**config.mk**
```make
export PLATFORM = sky130hd
export DESIGN_NAME = ddr3_cmd_xlate
export DESIGN_NICKNAME = d
export VERILOG_FILES = /design/src/rtl/ddr3x_pkg.sv /design/src/rtl/ddr3x_row_table.sv /design/src/rtl/ddr3x_col_gap.sv /design/src/rtl/ddr3x_cmd_seq.sv /design/src/rtl/ddr3x_cmd_encode.sv /design/src/rtl/ddr3_cmd_xlate.sv
export SDC_FILE = /design/constraint.sdc
export NUM_CORES = 1
export LEC_CHECK = 0
export ABC_AREA = 1
export BUFFER_PORTS_ARGS = -buffer_cell sky130_fd_sc_hd__buf_2
export CAP_MARGIN = 20
export CORE_UTILIZATION = 62
export CTS_CLUSTER_DIAMETER = 120
export CTS_CLUSTER_SIZE = 12
export DETAILED_ROUTE_END_ITERATION = 8
export PLACE_DENSITY = 0.78
export SKIP_CTS_REPAIR_TIMING = 1
export SYNTH_ARGS = -nofsm -noshare
export SYNTH_HDL_FRONTEND = slang
export SYNTH_HIERARCHICAL = 1
export SYNTH_SLANG_ARGS = --single-unit
```
**constraint.sdc**
```tcl
create_clock -name clk -period 3.6 [get_ports clk]
set_input_delay 0 -clock clk [delete_from_list [all_inputs] [get_ports clk]]
set_output_delay 0 -clock clk [all_outputs]
set_load 0.02 [all_outputs]
```
**src/rtl/ddr3x_pkg.sv**
```systemverilog
// Package: shared command kinds and column-address bit positions for the
// DDR3 command translator. Assumes a DDR3 address bus of at least 13 bits.
package ddr3x_pkg;

    // Kind of command placed on the bus in a cycle.
    typedef enum logic [2:0] {
        CK_NONE,
        CK_ACT,
        CK_PRE,
        CK_RD,
        CK_WR
    } cmd_kind_e;

    // Address bit carrying the auto-precharge flag on column commands.
    localparam int ADDR_AP_BIT = 10;
    // Address bit selecting eight-beat (1) versus chopped four (0).
    localparam int ADDR_BL_BIT = 12;

endpackage

```
**src/rtl/ddr3x_row_table.sv**
```systemverilog
// Open-row table: one open flag and one row per rank/bank pair.
// Looks up the addressed bank combinationally and updates from the command
// issued in the same cycle. Assumes the update index is below NBANK.
module ddr3x_row_table
    import ddr3x_pkg::*;
#(
    parameter int NBANK = 16,
    parameter int ROW_W = 14,
    parameter int IDX_W = 4
) (
    input  logic             clk,
    input  logic             rst_n,
    input  logic [IDX_W-1:0] lk_idx,
    input  logic [ROW_W-1:0] lk_row,
    output logic             lk_open,
    output logic             lk_hit,
    input  cmd_kind_e        upd_kind,
    input  logic [IDX_W-1:0] upd_idx,
    input  logic [ROW_W-1:0] upd_row,
    input  logic             upd_ap
);

    logic             open_q [NBANK];
    logic [ROW_W-1:0] row_q  [NBANK];

    for (genvar b = 0; b < NBANK; b++) begin : g_bank
        // Track open state and row of bank b from the issued command.
        always_ff @(posedge clk) begin
            if (!rst_n) begin
                open_q[b] <= 1'b0;
                row_q[b]  <= '0;
            end else if (upd_idx == IDX_W'(b)) begin
                case (upd_kind)
                    CK_ACT: begin
                        open_q[b] <= 1'b1;
                        row_q[b]  <= upd_row;
                    end
                    CK_PRE:        open_q[b] <= 1'b0;
                    CK_RD, CK_WR:  if (upd_ap) open_q[b] <= 1'b0;
                    default: ;
                endcase
            end
        end
    end

    // Classify the addressed bank as closed, open-hit or open-miss.
    always_comb begin
        lk_open = open_q[lk_idx];
        lk_hit  = open_q[lk_idx] && (row_q[lk_idx] == lk_row);
    end

endmodule

```
**src/rtl/ddr3x_col_gap.sv**
```systemverilog
// Column spacing counter: after a chopped-burst column command, hold off
// the next column command for BC_WAIT cycles. Eight-beat bursts load nothing.
module ddr3x_col_gap #(
    parameter int BC_WAIT = 2
) (
    input  logic clk,
    input  logic rst_n,
    input  logic col_fire,
    input  logic col_bc,
    output logic col_ok
);

    localparam int GAP_W = $clog2(BC_WAIT + 2);

    logic [GAP_W-1:0] gap_q;

    // Load on a chopped column command, otherwise count down to zero.
    always_ff @(posedge clk) begin
        if (!rst_n) begin
            gap_q <= '0;
        end else if (col_fire && col_bc) begin
            gap_q <= GAP_W'(BC_WAIT);
        end else if (gap_q != '0) begin
            gap_q <= gap_q - 1'b1;
        end
    end

    assign col_ok = (gap_q == '0);

endmodule

```
**src/rtl/ddr3x_cmd_seq.sv**
```systemverilog
// Command sequencer: accepts one request at a time and decides the command
// for the current cycle (PRECHARGE, ACTIVATE or column). Misses are held in
// a pending register while the fixed T_RP / T_RCD waits run. Assumes
// T_RP >= 1 and T_RCD >= 1.
module ddr3x_cmd_seq
    import ddr3x_pkg::*;
#(
    parameter int RANK_W = 1,
    parameter int BANK_W = 3,
    parameter int IDX_W  = 4,
    parameter int ROW_W  = 14,
    parameter int COL_W  = 10,
    parameter int T_RP   = 2,
    parameter int T_RCD  = 2
) (
    input  logic              clk,
    input  logic              rst_n,
    input  logic              req_valid,
    input  logic              req_write,
    input  logic              req_bl8,
    input  logic              req_ap,
    input  logic [RANK_W-1:0] req_rank,
    input  logic [BANK_W-1:0] req_bank,
    input  logic [IDX_W-1:0]  req_idx,
    input  logic [ROW_W-1:0]  req_row,
    input  logic [COL_W-1:0]  req_col,
    input  logic              lk_open,
    input  logic              lk_hit,
    input  logic              col_ok,
    output logic              req_ready,
    output cmd_kind_e         iss_kind,
    output logic [RANK_W-1:0] iss_rank,
    output logic [BANK_W-1:0] iss_bank,
    output logic [IDX_W-1:0]  iss_idx,
    output logic [ROW_W-1:0]  iss_row,
    output logic [COL_W-1:0]  iss_col,
    output logic              iss_ap,
    output logic              iss_bl8
);

    localparam int T_MAX = (T_RP > T_RCD) ? T_RP : T_RCD;
    localparam int CNT_W = $clog2(T_MAX + 1);

    typedef enum logic [1:0] {
        SQ_IDLE,
        SQ_WAIT_RP,
        SQ_WAIT_RCD
    } sq_state_e;

    sq_state_e         state_q;
    logic [CNT_W-1:0]  wcnt_q;
    logic              p_write, p_bl8, p_ap;
    logic [RANK_W-1:0] p_rank;
    logic [BANK_W-1:0] p_bank;
    logic [IDX_W-1:0]  p_idx;
    logic [ROW_W-1:0]  p_row;
    logic [COL_W-1:0]  p_col;
    logic              accept;
    logic              use_pend;
    logic              sel_write;
    cmd_kind_e         col_kind;

    assign req_ready = (state_q == SQ_IDLE) && col_ok;
    assign accept    = req_valid && req_ready;
    assign use_pend  = (state_q != SQ_IDLE);

    // Choose the request fields for the command: pending during a sequence.
    always_comb begin
        iss_rank  = use_pend ? p_rank  : req_rank;
        iss_bank  = use_pend ? p_bank  : req_bank;
        iss_idx   = use_pend ? p_idx   : req_idx;
        iss_row   = use_pend ? p_row   : req_row;
        iss_col   = use_pend ? p_col   : req_col;
        iss_ap    = use_pend ? p_ap    : req_ap;
        iss_bl8   = use_pend ? p_bl8   : req_bl8;
        sel_write = use_pend ? p_write : req_write;
        col_kind  = sel_write ? CK_WR : CK_RD;
    end

    // Decide which command, if any, leaves in this cycle.
    always_comb begin
        iss_kind = CK_NONE;
        case (state_q)
            SQ_IDLE: begin
                if (accept) begin
                    if (lk_hit)       iss_kind = col_kind;
                    else if (lk_open) iss_kind = CK_PRE;
                    else              iss_kind = CK_ACT;
                end
            end
            SQ_WAIT_RP:  if (wcnt_q == '0) iss_kind = CK_ACT;
            SQ_WAIT_RCD: if (wcnt_q == '0) iss_kind = col_kind;
            default: ;
        endcase
    end

    // Advance the miss sequence and its wait counter.
    always_ff @(posedge clk) begin
        if (!rst_n) begin
            state_q <= SQ_IDLE;
            wcnt_q  <= '0;
        end else begin
            case (state_q)
                SQ_IDLE: begin
                    if (accept && !lk_hit) begin
                        if (lk_open) begin
                            state_q <= SQ_WAIT_RP;
                            wcnt_q  <= CNT_W'(T_RP - 1);
                        end else begin
                            state_q <= SQ_WAIT_RCD;
                            wcnt_q  <= CNT_W'(T_RCD - 1);
                        end
                    end
                end
                SQ_WAIT_RP: begin
                    if (wcnt_q == '0) begin
                        state_q <= SQ_WAIT_RCD;
                        wcnt_q  <= CNT_W'(T_RCD - 1);
                    end else begin
                        wcnt_q <= wcnt_q - 1'b1;
                    end
                end
                SQ_WAIT_RCD: begin
                    if (wcnt_q == '0) state_q <= SQ_IDLE;
                    else              wcnt_q  <= wcnt_q - 1'b1;
                end
                default: state_q <= SQ_IDLE;
            endcase
        end
    end

    // Capture an accepted request that needs a PRECHARGE/ACTIVATE sequence.
    always_ff @(posedge clk) begin
        if (!rst_n) begin
            p_write <= 1'b0;
            p_bl8   <= 1'b0;
            p_ap    <= 1'b0;
            p_rank  <= '0;
            p_bank  <= '0;
            p_idx   <= '0;
            p_row   <= '0;
            p_col   <= '0;
        end else if (accept && !lk_hit) begin
            p_write <= req_write;
            p_bl8   <= req_bl8;
            p_ap    <= req_ap;
            p_rank  <= req_rank;
            p_bank  <= req_bank;
            p_idx   <= req_idx;
            p_row   <= req_row;
            p_col   <= req_col;
        end
    end

endmodule

```
**src/rtl/ddr3x_cmd_encode.sv**
```systemverilog
// Command encoder: registers the chosen command onto the DDR3 command pins.
// Assumes ADDR_W >= 13 and COL_W <= 10 so the column bits avoid bits 10/12.
module ddr3x_cmd_encode
    import ddr3x_pkg::*;
#(
    parameter int NUM_RANKS = 2,
    parameter int RANK_W    = 1,
    parameter int BANK_W    = 3,
    parameter int ADDR_W    = 14,
    parameter int COL_W     = 10
) (
    input  logic                 clk,
    input  logic                 rst_n,
    input  cmd_kind_e            kind,
    input  logic [RANK_W-1:0]    rank,
    input  logic [BANK_W-1:0]    bank,
    input  logic [ADDR_W-1:0]    row,
    input  logic [COL_W-1:0]     col,
    input  logic                 ap,
    input  logic                 bl8,
    output logic [NUM_RANKS-1:0] cmd_cs_n,
    output logic                 cmd_ras_n,
    output logic                 cmd_cas_n,
    output logic                 cmd_we_n,
    output logic [BANK_W-1:0]    cmd_ba,
    output logic [ADDR_W-1:0]    cmd_addr
);

    logic [NUM_RANKS-1:0] cs_sel_n;
    logic [ADDR_W-1:0]    col_addr;
    logic [2:0]           rcw_nx;
    logic                 active;

    // Decode the rank into an active-low chip-select pattern.
    always_comb begin
        for (int r = 0; r < NUM_RANKS; r++) begin
            cs_sel_n[r] = (rank != RANK_W'(r));
        end
    end

    // Assemble the column address with burst and precharge control bits.
    always_comb begin
        col_addr              = '0;
        col_addr[COL_W-1:0]   = col;
        col_addr[ADDR_AP_BIT] = ap;
        col_addr[ADDR_BL_BIT] = bl8;
    end

    // Map the command kind to the ras/cas/we levels.
    always_comb begin
        active = 1'b1;
        case (kind)
            CK_ACT:  rcw_nx = 3'b011;
            CK_PRE:  rcw_nx = 3'b010;
            CK_RD:   rcw_nx = 3'b101;
            CK_WR:   rcw_nx = 3'b100;
            default: begin
                rcw_nx = 3'b111;
                active = 1'b0;
            end
        endcase
    end

    // Register the pins; idle deselects every rank.
    always_ff @(posedge clk) begin
        if (!rst_n) begin
            cmd_cs_n  <= '1;
            cmd_ras_n <= 1'b1;
            cmd_cas_n <= 1'b1;
            cmd_we_n  <= 1'b1;
            cmd_ba    <= '0;
            cmd_addr  <= '0;
        end else begin
            cmd_cs_n  <= active ? cs_sel_n : '1;
            {cmd_ras_n, cmd_cas_n, cmd_we_n} <= rcw_nx;
            cmd_ba    <= active ? bank : '0;
            case (kind)
                CK_ACT:       cmd_addr <= row;
                CK_RD, CK_WR: cmd_addr <= col_addr;
                default:      cmd_addr <= '0;
            endcase
        end
    end

endmodule

```
**src/rtl/ddr3_cmd_xlate.sv**
```systemverilog
// Top: local request port to DDR3 command bus with open-row bank management.
// Assumes NUM_RANKS*BANKS_PER_RANK is a power of two, ROW_W >= 13,
// COL_W <= 10, T_RP >= 1 and T_RCD >= 1.
module ddr3_cmd_xlate
    import ddr3x_pkg::*;
#(
    parameter int NUM_RANKS      = 2,
    parameter int BANKS_PER_RANK = 8,
    parameter int ROW_W          = 14,
    parameter int COL_W          = 10,
    parameter int T_RP           = 2,
    parameter int T_RCD          = 2,
    parameter int BC_WAIT        = 2,
    localparam int RANK_W = (NUM_RANKS > 1) ? $clog2(NUM_RANKS) : 1,
    localparam int BANK_W = $clog2(BANKS_PER_RANK)
) (
    input  logic                 clk,
    input  logic                 rst_n,
    input  logic                 req_valid,
    output logic                 req_ready,
    input  logic                 req_write,
    input  logic [1:0]           req_size,
    input  logic                 req_autopch,
    input  logic [RANK_W-1:0]    req_rank,
    input  logic [BANK_W-1:0]    req_bank,
    input  logic [ROW_W-1:0]     req_row,
    input  logic [COL_W-1:0]     req_col,
    output logic [NUM_RANKS-1:0] cmd_cs_n,
    output logic                 cmd_ras_n,
    output logic                 cmd_cas_n,
    output logic                 cmd_we_n,
    output logic [BANK_W-1:0]    cmd_ba,
    output logic [ROW_W-1:0]     cmd_addr
);

    localparam int NBANK = NUM_RANKS * BANKS_PER_RANK;
    localparam int IDX_W = $clog2(NBANK);

    logic [IDX_W-1:0]  req_idx;
    logic              req_bl8;
    logic              lk_open, lk_hit, col_ok;
    cmd_kind_e         iss_kind;
    logic [RANK_W-1:0] iss_rank;
    logic [BANK_W-1:0] iss_bank;
    logic [IDX_W-1:0]  iss_idx;
    logic [ROW_W-1:0]  iss_row;
    logic [COL_W-1:0]  iss_col;
    logic              iss_ap, iss_bl8, iss_col_fire;

    assign req_idx      = IDX_W'(req_rank) * IDX_W'(BANKS_PER_RANK) + IDX_W'(req_bank);
    assign req_bl8      = (req_size == 2'd2);
    assign iss_col_fire = (iss_kind == CK_RD) || (iss_kind == CK_WR);

    ddr3x_row_table #(
        .NBANK (NBANK),
        .ROW_W (ROW_W),
        .IDX_W (IDX_W)
    ) u_table (
        .clk      (clk),
        .rst_n    (rst_n),
        .lk_idx   (req_idx),
        .lk_row   (req_row),
        .lk_open  (lk_open),
        .lk_hit   (lk_hit),
        .upd_kind (iss_kind),
        .upd_idx  (iss_idx),
        .upd_row  (iss_row),
        .upd_ap   (iss_ap)
    );

    ddr3x_col_gap #(
        .BC_WAIT (BC_WAIT)
    ) u_gap (
        .clk      (clk),
        .rst_n    (rst_n),
        .col_fire (iss_col_fire),
        .col_bc   (!iss_bl8),
        .col_ok   (col_ok)
    );

    ddr3x_cmd_seq #(
        .RANK_W (RANK_W),
        .BANK_W (BANK_W),
        .IDX_W  (IDX_W),
        .ROW_W  (ROW_W),
        .COL_W  (COL_W),
        .T_RP   (T_RP),
        .T_RCD  (T_RCD)
    ) u_seq (
        .clk       (clk),
        .rst_n     (rst_n),
        .req_valid (req_valid),
        .req_write (req_write),
        .req_bl8   (req_bl8),
        .req_ap    (req_autopch),
        .req_rank  (req_rank),
        .req_bank  (req_bank),
        .req_idx   (req_idx),
        .req_row   (req_row),
        .req_col   (req_col),
        .lk_open   (lk_open),
        .lk_hit    (lk_hit),
        .col_ok    (col_ok),
        .req_ready (req_ready),
        .iss_kind  (iss_kind),
        .iss_rank  (iss_rank),
        .iss_bank  (iss_bank),
        .iss_idx   (iss_idx),
        .iss_row   (iss_row),
        .iss_col   (iss_col),
        .iss_ap    (iss_ap),
        .iss_bl8   (iss_bl8)
    );

    ddr3x_cmd_encode #(
        .NUM_RANKS (NUM_RANKS),
        .RANK_W    (RANK_W),
        .BANK_W    (BANK_W),
        .ADDR_W    (ROW_W),
        .COL_W     (COL_W)
    ) u_enc (
        .clk       (clk),
        .rst_n     (rst_n),
        .kind      (iss_kind),
        .rank      (iss_rank),
        .bank      (iss_bank),
        .row       (iss_row),
        .col       (iss_col),
        .ap        (iss_ap),
        .bl8       (iss_bl8),
        .cmd_cs_n  (cmd_cs_n),
        .cmd_ras_n (cmd_ras_n),
        .cmd_cas_n (cmd_cas_n),
        .cmd_we_n  (cmd_we_n),
        .cmd_ba    (cmd_ba),
        .cmd_addr  (cmd_addr)
    );

endmodule

```
==> flow_summary.json <==
{
  "finalCritPeriodShare_pct": 95.25,
  "core_region_area_um2": 22920,
  "drt-total-wl_um": 40990,
  "ys_seq_area_share_pct": 57.76,
  "cts_buffer_depth": 3,
  "cts_tree": "yes",
  "io_buffers": 57,
  "cts-root-buf": "clkbuf_16",
  "synth_top_area_cell": "edfxtp_1",
  "drive_above_1_share_pct": 8.970,
  "synth_cells": 1774,
  "cp_max_fo": 15,
  "grtUsageTotal_pct": 33.84,
  "clock_latency_ps": 570,
  "areaGrowthSynthToFinish_pct": 15.71,
  "period_needed_ps": 3429,
  "io_pins": 58,
  "drc": 0,
  "die_h_um": 155.7,
  "synthDistinctLibCells": 30,
  "finalNonFillerCells": 2198,
  "relSlewSlack_pct": 33.59,
  "gp_congestion": 0.9212,
  "synth_edf_count": 239,
  "synth_seq_cells": 303,
  "final_common_cell": "nor2_1",
  "first_pass_iters": 6,
  "regArea_um2": 8458,
  "finClkSkew_ps": 25.19,
  "final_cell_mix": "448 x nor2_1, 437 x nand2_1, 239 x edfxtp_1, 185 x inv_1, 134 x nand3_1",
  "rsz0062_at_grt": "no",
  "reg2regPathDepth": 21,
  "vias_per_cell": 5.648,
  "grt_max_degree": 62,
  "grt_pass1_vias": 11470,
  "first_iter_violations": 1714,
  "yosysWarnings": 6,
  "cts_sinks": 303,
  "status": "finished clean",
  "vias": 12410,
  "yosysTopAreaCellShare_pct": 49.01,
  "die_w_um": 155.7,
  "fmax_ghz": 0.2916,
  "die-area_um2": 24240,
  "hold_violations": 0,
  "start_util_pct": 63.90,
  "setup_ws_ps": 171.1,
  "clk_pin_slew_ps": 70,
  "setup_tns_ps": 0,
  "hold_path.class": "primary input to flip-flop",
  "synthFlopType": "edfxtp_1",
  "syn_avg_cell_area_um2": 8.254,
  "drtAntennaViolNets": 0,
  "synth_fp_nets": 1815,
  "htree_num_levels": 1,
  "ir_worst_vdd_mv": 0.5702,
  "synth.area.top_cells": "edfxtp_1 49%, nor2_1 12%, nand2_1 11%",
  "required_ps": 3930,
  "path_class": "flip-flop to flip-flop",
  "tightest_slew_ps": 995.0,
  "multi_input_area_um2": 4896,
  "finalNetCount": 1903,
  "crit_path_end_kind": "flip-flop",
  "wire_per_inst_um": 18.65,
  "pre_cts_ws_ps": 93.69,
  "grt_overflow_total": 0,
  "async_flop_share_pct": 0,
  "rows": 55,
  "min_path_cells": 3,
  "antenna_found_initial": 0,
  "placed_cells": 2104,
  "synth_area_um2": 14640,
  "grt_pass1_wl_um": 61960,
  "p_per_area_nw_per_um2": 641.7,
  "fillerInstances": 1684,
  "cap_viol_max_count": 0,
  "worstPathArrival_ps": 3760,
  "maxSlewViolCount": 0,
  "whs_ps": 10.40,
  "start_kind": "flip-flop",
  "hpwl_um": 25840,
  "setup_viol": 0,
  "power.leakage_nw": 7.502,
  "cts_buffers": 29
}
[area by class of cell]
| class | instances | share of cell area [%] |
|---|---|---|
| antenna | 1 | 0.01477 |
| clock buffer | 51 | 4.771 |
| clock inverter | 2 | 0.1182 |
| inverter | 195 | 4.409 |
| multi-input combinational | 1174 | 28.90 |
| sequential | 303 | 49.92 |
| tap | 313 | 2.312 |
| timing repair buffer | 159 | 9.556 |
[Yosys cell counts (2+ instances only)]
library cell / count
nor2_1: 449
nand2_1: 437
edfxtp_1: 239
inv_1: 189
nand3_1: 134
o21ai_0: 76
dfxtp_1: 64
clkbuf_1: 53
o21ai_1: 35
buf_2: 27
buf_6: 17
o211ai_1: 15
a21oi_1: 11
ha_1: 6
buf_4: 3
inv_2: 3
buf_1: 2
o21bai_1: 2
[logic make-up (layout without fill, tap and decap cells)]
kind of cell / count (synthesis) / count (layout) / share of synthesized area, %
simple gates: 1026 / 1026 / 27.69
buf+inv: 297 / 407 / 8.818
other cells: 0 / 1 / 0
compound gates: 142 / 142 / 5.212
flops: 303 / 303 / 57.76
fa+ha+maj: 6 / 6 / 0.5127
[registers in the layout (all words and copies together) (netlist names), 3 cells and up]
register / flops
u_seq/p_idx: 4
u_enc/cmd_addr: 14
u_table/row_q: 224
u_enc/cmd_ba: 3
u_table/open_q: 16
u_seq/p_bank: 3
u_seq/p_col: 10
u_seq/p_row: 14
[path summary, 6_finish.rpt]
kind | from | to | slack (ps)
worst min register to register | u_gap/gap_q[1] | u_gap/gap_q[0] | 480
worst max register to register | u_table/row_q[2][6] | u_table/row_q[1][13] | 170
worst min-delay path | rst_n | u_table/open_q[8] | 10
worst max-delay path | u_table/row_q[2][6] | u_table/row_q[1][13] | 170
[report_power, final]
part / internal, mW / total [mW] / switching [mW]
Sequential: 4.25 / 4.41 / 0.152
Clock: 1.51 / 2.79 / 1.27
Combinational: 0.944 / 3.68 / 2.74
[metrics by stage]
| step | area, um^2 | power [mW] | util, % |
|---|---|---|---|
| after floorplan | 14640 | 6.687 | - |
| after global placement | 15670 | 7.863 | 68.38 |
| after detailed placement | 15670 | 7.947 | 68.38 |
| after CTS | 16500 | 10.70 | 72.00 |
| after global routing | 16940 | 11.38 | 73.92 |
| final | 16940 | 10.87 | 73.93 |
[critical path, cell delays in order, from the launching register on]
cell	delay (ps)
edfxtp_1	420
nor2_1	150
nor2_1	60
o21ai_1	80
nand3_1	150
nand3_1	220
nand3_1	100
nand2_1	80
nand2_1	50
nor2_1	100
nand2_1	90
nor2_2	170
buf_4	160
o21ai_0	70
a21oi_1	170
nor2_1	80
nand2_1	150
buf_12	170
nor2_1	70
nor2_1	260
clkinvlp_4	210
buf_12	180
[routing by layer]
metal	vias to the layer above	share of wire, %	GRT usage (%)
met1	5779	38	45.06
met2	714	48	55.65
met5	-	0	0
li1	5795	-	-
met4	0	4.0	12.51
met3	126	10	6.167
Power figures use the tool's default switching activity.
